==> config.mk <==
export PLATFORM = sky130hd
export DESIGN_NAME = kds_sched
export DESIGN_NICKNAME = d
export VERILOG_FILES = /design/src/rtl/kds_pkg.sv /design/src/rtl/kds_idq.sv /design/src/rtl/kds_wake.sv /design/src/rtl/kds_sched.sv
export SDC_FILE = /design/constraint.sdc
export NUM_CORES = 1
export LEC_CHECK = 0
export CAP_MARGIN = 20
export CORE_MARGIN = 3
export CORE_UTILIZATION = 63
export DETAILED_ROUTE_END_ITERATION = 10
export PLACE_DENSITY = 0.89
export SETUP_SLACK_MARGIN = 0.05
export SLEW_MARGIN = 20
export SYNTH_ARGS = -nofsm -noshare
export SYNTH_HDL_FRONTEND = slang
export SYNTH_HIERARCHICAL = 1
export SYNTH_SLANG_ARGS = --single-unit
==> constraint.sdc <==
create_clock -name clk -period 7.2 [get_ports clk]
set_input_delay 1.44 -clock clk [delete_from_list [all_inputs] [get_ports clk]]
set_output_delay 1.44 -clock clk [all_outputs]
set_load 0.05 [all_outputs]
==> src/rtl/kds_pkg.sv <==
package kds_pkg;
    typedef enum logic {
        ST_IDLE = 1'b0,
        ST_PASS = 1'b1
    } kds_state_e;
endpackage

==> src/rtl/kds_idq.sv <==
// Ring-ordered identifier queue: push at tail, pop at head, or rotate head to tail.
module kds_idq #(
    parameter int DEPTH = 4,
    parameter int ID_W  = 3,
    localparam int PTR_W = $clog2(DEPTH),
    localparam int CNT_W = $clog2(DEPTH + 1)
) (
    input  logic             clk,
    input  logic             rst_n,
    input  logic             push,
    input  logic [ID_W-1:0]  push_id,
    input  logic             pop,
    input  logic             rot,
    output logic [ID_W-1:0]  head_id,
    output logic [CNT_W-1:0] count
);
    logic [DEPTH-1:0][ID_W-1:0] mem_d, mem_q;
    logic [PTR_W-1:0]           hd_d, hd_q, tl_d, tl_q;
    logic [CNT_W-1:0]           cnt_d, cnt_q;

    function automatic logic [PTR_W-1:0] step(input logic [PTR_W-1:0] p);
        return (p == PTR_W'(DEPTH - 1)) ? '0 : p + 1'b1;
    endfunction

    always_comb begin
        mem_d = mem_q;
        hd_d  = hd_q;
        tl_d  = tl_q;
        cnt_d = cnt_q;
        if (push) begin
            mem_d[tl_q] = push_id;
            tl_d        = step(tl_q);
            cnt_d       = cnt_q + 1'b1;
        end else if (rot) begin
            mem_d[tl_q] = mem_q[hd_q];
            hd_d        = step(hd_q);
            tl_d        = step(tl_q);
        end else if (pop) begin
            hd_d  = step(hd_q);
            cnt_d = cnt_q - 1'b1;
        end
    end

    always_ff @(posedge clk) begin
        if (!rst_n) begin
            mem_q <= '0;
            hd_q  <= '0;
            tl_q  <= '0;
            cnt_q <= '0;
        end else begin
            mem_q <= mem_d;
            hd_q  <= hd_d;
            tl_q  <= tl_d;
            cnt_q <= cnt_d;
        end
    end

    assign head_id = mem_q[hd_q];
    assign count   = cnt_q;
endmodule

==> src/rtl/kds_wake.sv <==
// Books a scheduling pass on launch, invalidate completion or workgroup completion.
module kds_wake #(
    parameter int NK = 8
) (
    input  logic          clk,
    input  logic          rst_n,
    input  logic          launch_fire,
    input  logic          wg_done,
    input  logic [NK-1:0] inv_done_vec,
    input  logic          take,
    output logic          pending
);
    logic [NK-1:0] prev_d, prev_q;
    logic          pend_d, pend_q;
    logic          rise;

    always_comb begin
        rise   = |(inv_done_vec & ~prev_q);
        prev_d = inv_done_vec;
        pend_d = (pend_q && !take) || launch_fire || wg_done || rise;
    end

    always_ff @(posedge clk) begin
        if (!rst_n) begin
            prev_q <= '0;
            pend_q <= 1'b0;
        end else begin
            prev_q <= prev_d;
            pend_q <= pend_d;
        end
    end

    assign pending = pend_q;
endmodule

==> src/rtl/kds_sched.sv <==
module kds_sched
    import kds_pkg::*;
#(
    parameter int QDEPTH = 4,
    parameter int KID_W  = 3,
    parameter int WG_W   = 6,
    parameter int CNT_W  = 16,
    localparam int NK    = 1 << KID_W,
    localparam int QC_W  = $clog2(QDEPTH + 1)
) (
    input  logic              clk,
    input  logic              rst_n,
    input  logic              acq_en,
    input  logic              launch_valid,
    output logic              launch_ready,
    input  logic [KID_W-1:0]  launch_kid,
    input  logic [WG_W-1:0]   launch_wgs,
    input  logic [NK-1:0]     inv_done_vec,
    output logic              inv_req,
    output logic [KID_W-1:0]  inv_req_kid,
    output logic              wg_valid,
    output logic [KID_W-1:0]  wg_kid,
    output logic [WG_W-1:0]   wg_idx,
    input  logic              wg_accept,
    input  logic              wg_done,
    output logic [CNT_W-1:0]  stat_launch,
    output logic [CNT_W-1:0]  stat_stall
);
    typedef struct packed {
        kds_state_e                st;
        logic [QC_W-1:0]           fails;
        logic [NK-1:0][WG_W-1:0]   tot;
        logic [NK-1:0][WG_W-1:0]   nxt;
        logic [NK-1:0]             isent;
        logic [CNT_W-1:0]          n_launch;
        logic [CNT_W-1:0]          n_stall;
    } regs_t;

    regs_t            r_d, r_q;
    logic             q_push, q_pop, q_rot, take, pending, launch_fire;
    logic             active, kready;
    logic [KID_W-1:0] head_kid;
    logic [QC_W-1:0]  q_count;

    kds_idq #(.DEPTH(QDEPTH), .ID_W(KID_W)) u_idq (
        .clk     (clk),
        .rst_n   (rst_n),
        .push    (q_push),
        .push_id (launch_kid),
        .pop     (q_pop),
        .rot     (q_rot),
        .head_id (head_kid),
        .count   (q_count)
    );

    kds_wake #(.NK(NK)) u_wake (
        .clk          (clk),
        .rst_n        (rst_n),
        .launch_fire  (launch_fire),
        .wg_done      (wg_done),
        .inv_done_vec (inv_done_vec),
        .take         (take),
        .pending      (pending)
    );

    always_comb begin
        r_d    = r_q;
        q_push = 1'b0;
        q_pop  = 1'b0;
        q_rot  = 1'b0;
        take   = 1'b0;

        launch_ready = (r_q.st == ST_IDLE) && (q_count != QC_W'(QDEPTH));
        launch_fire  = launch_valid && launch_ready;
        active       = (r_q.st == ST_PASS) && (q_count > r_q.fails);
        kready       = !acq_en || inv_done_vec[head_kid];
        inv_req      = active && acq_en && !r_q.isent[head_kid];
        inv_req_kid  = head_kid;
        wg_valid     = active && kready;
        wg_kid       = head_kid;
        wg_idx       = r_q.nxt[head_kid];

        if (launch_fire) begin
            q_push                  = 1'b1;
            r_d.tot[launch_kid]     = launch_wgs;
            r_d.nxt[launch_kid]     = '0;
            r_d.isent[launch_kid]   = 1'b0;
            r_d.n_launch            = r_q.n_launch + 1'b1;
        end

        case (r_q.st)
            ST_IDLE: begin
                if (pending) begin
                    take      = 1'b1;
                    r_d.st    = ST_PASS;
                    r_d.fails = '0;
                    if (q_count != '0) begin
                        r_d.n_stall = r_q.n_stall + 1'b1;
                    end
                end
            end
            default: begin
                if (!active) begin
                    r_d.st = ST_IDLE;
                end else begin
                    if (inv_req) begin
                        r_d.isent[head_kid] = 1'b1;
                    end
                    if (kready && wg_accept) begin
                        r_d.nxt[head_kid] = r_q.nxt[head_kid] + 1'b1;
                        if (WG_W'(r_q.nxt[head_kid] + 1'b1) == r_q.tot[head_kid]) begin
                            q_pop = 1'b1;
                        end
                    end else begin
                        q_rot     = 1'b1;
                        r_d.fails = r_q.fails + 1'b1;
                    end
                end
            end
        endcase
    end

    always_ff @(posedge clk) begin
        if (!rst_n) begin
            r_q <= '0;
        end else begin
            r_q <= r_d;
        end
    end

    assign stat_launch = r_q.n_launch;
    assign stat_stall  = r_q.n_stall;
endmodule

==> run summary <==
Status: finished clean
Post-DP HPWL: 12.9 mm
End of the critical path: wg_idx[0]
Boundary pin count: 70
Layout area overhead: 11.0%
Static Leak: 3.85 nW
GPL Wtd Cong: 0.861
Post-CTS setup buffer count: 0
Hold Violations, Final: 0
Detailed Route Iter0 Violations: 785
Grt total ovfl: 0
Later-pin clock latency in the skew report: 0.44 ns
H-tree levels: 4
Reg2Reg Setup Slack: 1.86 ns
Via Count: 6743
Async SR Flop Fraction: 0%
Period utilization: 76.8%
Met1 Use GR: 35.6%
Vias per inst: 6.06
DIE WIDTH: 123 µm
Die area: 15200 µm²
Critical Path Start: u_idq/hd_q[1]
Tmin final: 5.53 ns
Worst R2R Path Depth: 14
Synth Area per Inst: 9.35 µm²
Clock transition at path regs: 0.07 ns
Pwr Density: 228 nW/µm²
Core area: 13300 µm²
Slew HR: 25.6%
Worst hold path type: flop to flop
Placed Instances: 1081
Endpoints failing setup: 0
Gr busiest metal: met2
Antenna cells: 0
Filler Cell Count: 985
Setup crit start kind: flop
Peak VDD IR: 0.168 mV
Post-route ant nets: 0
CTS tree: built
R2R Path Start: u_idq/hd_q[1]
Critical Path AT: 4.09 ns
WL/cell: 18.3 µm
Initial Util: 64.9%
TritonCTS buffer count: 17
Share of the yosys chip area belonging to registers: 38.8%
Largest net degree at the start of global routing: 104
Gate Count Post-Synth: 926
Final #Nets: 960
Worst Skew: 0.00930 ns
Grt met2 use: 46.1%
Met3 Use GR: 4.99%
CP max FO: 36
Root Driver: clkbuf_16
Reg2reg end: u_idq/count[2]
Synth Flop Type: dfxtp_1
Final Slew Violations: 0
Least-Margin Pin Slew: 1.11 ns
Clock sinks: 168
Cell area after synthesis: 8660 µm²
Worst Path Required: 5.76 ns
Initial antenna violation count: 0
Hold bufs inserted after CTS: 0
Number of synthesized flops with an enable pin: 0
Max-Cap Viols: 0
Post-cts resize count: 0
Initial DRT Pass Iterations: 6
Synth warnings: 6
RSZ-0062 raised after global routing: no
# DRC: 0
Routed WL: 20.4 mm
Yosys cell types: 61
Setup TNS: 0 ns
# rows: 42
Die height: 123 µm
Seq cells post-synth: 168
Layout cells sized above 1: 8.96%
Vias in the first global route: 6496
Critical path class: flop to primary output
Syn Nets: 962
Max frequency: 0.181 GHz
Final Instance Count excl. Fillers: 1113
Worst-case clock buffer depth: 2
Total GRT Usage: 27.8%
IO buf count: 69
First-pass GRT wire length: 32.9 mm
Endpoint class of the critical path: primary output
state kept, by name (all words and copies together), names as in the netlist:
name and flops:
r_q 108, stat_launch 16, stat_stall 16, u_idq/mem_q 12, u_wake/prev_q 8, u_idq/count 3
u_idq/hd_q 2, u_idq/tl_q 2, u_wake/pending 1
cells in the mapped netlist (all sizes together) (4+ instances only):
master,instances,area (µm²)
o21a,36,270
xor2,13,114
a21boi,13,97.6
xnor2,31,287
nor2,48,183
a21oi,22,114
and4,5,43.8
o21ai,33,169
nand2b,9,56.3
buf,59,432
mux2,21,255
nor2b,53,332
dfxtp,168,3360
nand2,78,293
and2,58,363
nand3b,4,30.0
ha,12,150
clkbuf,36,135
and3,35,219
mux4,17,383
mux2i,72,733
inv,18,67.6
nand4,5,31.3
nor3,16,85.1
nand3,22,115
or3,8,50.1
logic make-up after synthesis:
group	after synthesis	synth area share, %
AND/OR/NAND/NOR	349	21.6
adder cells (fa/ha/maj)	13	1.96
buffers and inverters	114	7.37
AO/OA/AOI/OAI	128	9.80
flip-flops	168	38.8
XOR/XNOR	44	4.62
multiplexers	110	15.8
cell type report:
| class | instances | area (µm²) | share of cell area, % |
|---|---|---|---|
| Timing Repair Buffer | 74 | 726 | 7.55 |
| Sequential cell | 168 | 3360 | 35.0 |
| Inverter | 19 | 71.3 | 0.742 |
| Multi-Input combinational cell | 644 | 4670 | 48.6 |
| Clock inverter | 11 | 100 | 1.04 |
| Clock buffer | 21 | 460 | 4.79 |
| Tap cell | 176 | 220 | 2.29 |
per-layer routing:
layer | routed length [µm] | up-vias
met5 | 0 | -
met4 | 624 | 0
li1 | - | 3142
met2 | 9810 | 253
met3 | 1260 | 54
met1 | 8710 | 3294
worst min-delay path by stage:
| stage | from | to | cells after the start |
|---|---|---|---|
| finish | r_q[114] | r_q[114] | 2 |
| global route | r_q[112] | r_q[112] | 2 |
| CTS | r_q[112] | r_q[112] | 2 |
| detailed placement | r_q[112] | r_q[112] | 2 |
| global placement | r_q[115] | r_q[115] | 2 |
| floorplan | r_q[113] | r_q[113] | 2 |
report_power, final:
part | leakage, nW | internal [mW] | total [mW] | switching [mW]
Combinational | 2.23 | 0.129 | 0.346 | 0.217
Sequential | 1.36 | 0.952 | 0.971 | 0.0186
Clock | 0.261 | 0.493 | 0.874 | 0.381
cells in the final DEF, fill, tap and decap left out, types with 4 or more instances in the layout:
| master | n |
|---|---|
| clkdlybuf4s50_1 | 68 |
| o21ai_0 | 32 |
| ha_1 | 12 |
| and3_1 | 35 |
| nand2_1 | 78 |
| mux4_2 | 17 |
| xnor2_1 | 29 |
| mux2i_1 | 71 |
| nor2b_1 | 53 |
| and2_1 | 58 |
| clkbuf_16 | 17 |
| mux2_4 | 5 |
| a21oi_1 | 21 |
| a21boi_0 | 12 |
| dfxtp_1 | 168 |
| nand2b_1 | 9 |
| and4_1 | 5 |
| mux2_2 | 13 |
| xor2_1 | 13 |
| or3_1 | 8 |
| nor2_1 | 47 |
| clkinvlp_4 | 5 |
| nor3_1 | 15 |
| buf_4 | 6 |
| nand3b_1 | 4 |
| nand3_1 | 21 |
| o21a_1 | 36 |
| nand4_1 | 5 |
| inv_1 | 17 |
metrics by stage:
step / power (mW) / setup WS [ns] / cell area, µm² / hold WS, ns / util [%]
after floorplan: 1.25 / 2.18 / 8660 / 0.440 / -
after global placement: 1.32 / 2.05 / 9050 / 0.449 / 67.8
after detailed placement: 1.33 / 1.97 / 9050 / 0.460 / 67.8
after CTS: 2.19 / 1.70 / 9610 / 0.469 / 72.0
after global routing: 2.26 / 1.51 / 9610 / 0.497 / 72.0
final: 2.19 / 1.67 / 9610 / 0.470 / 72.0
critical path: stages, from the launching register on:
cell and delay, ns:
dfxtp_1 0.57, mux2_1 0.23, mux2_2 0.71, buf_4 0.39, mux2_2 0.38, mux4_2 0.61
clkdlybuf4s50_1 0.75
(Power assumes the default switching activity.)
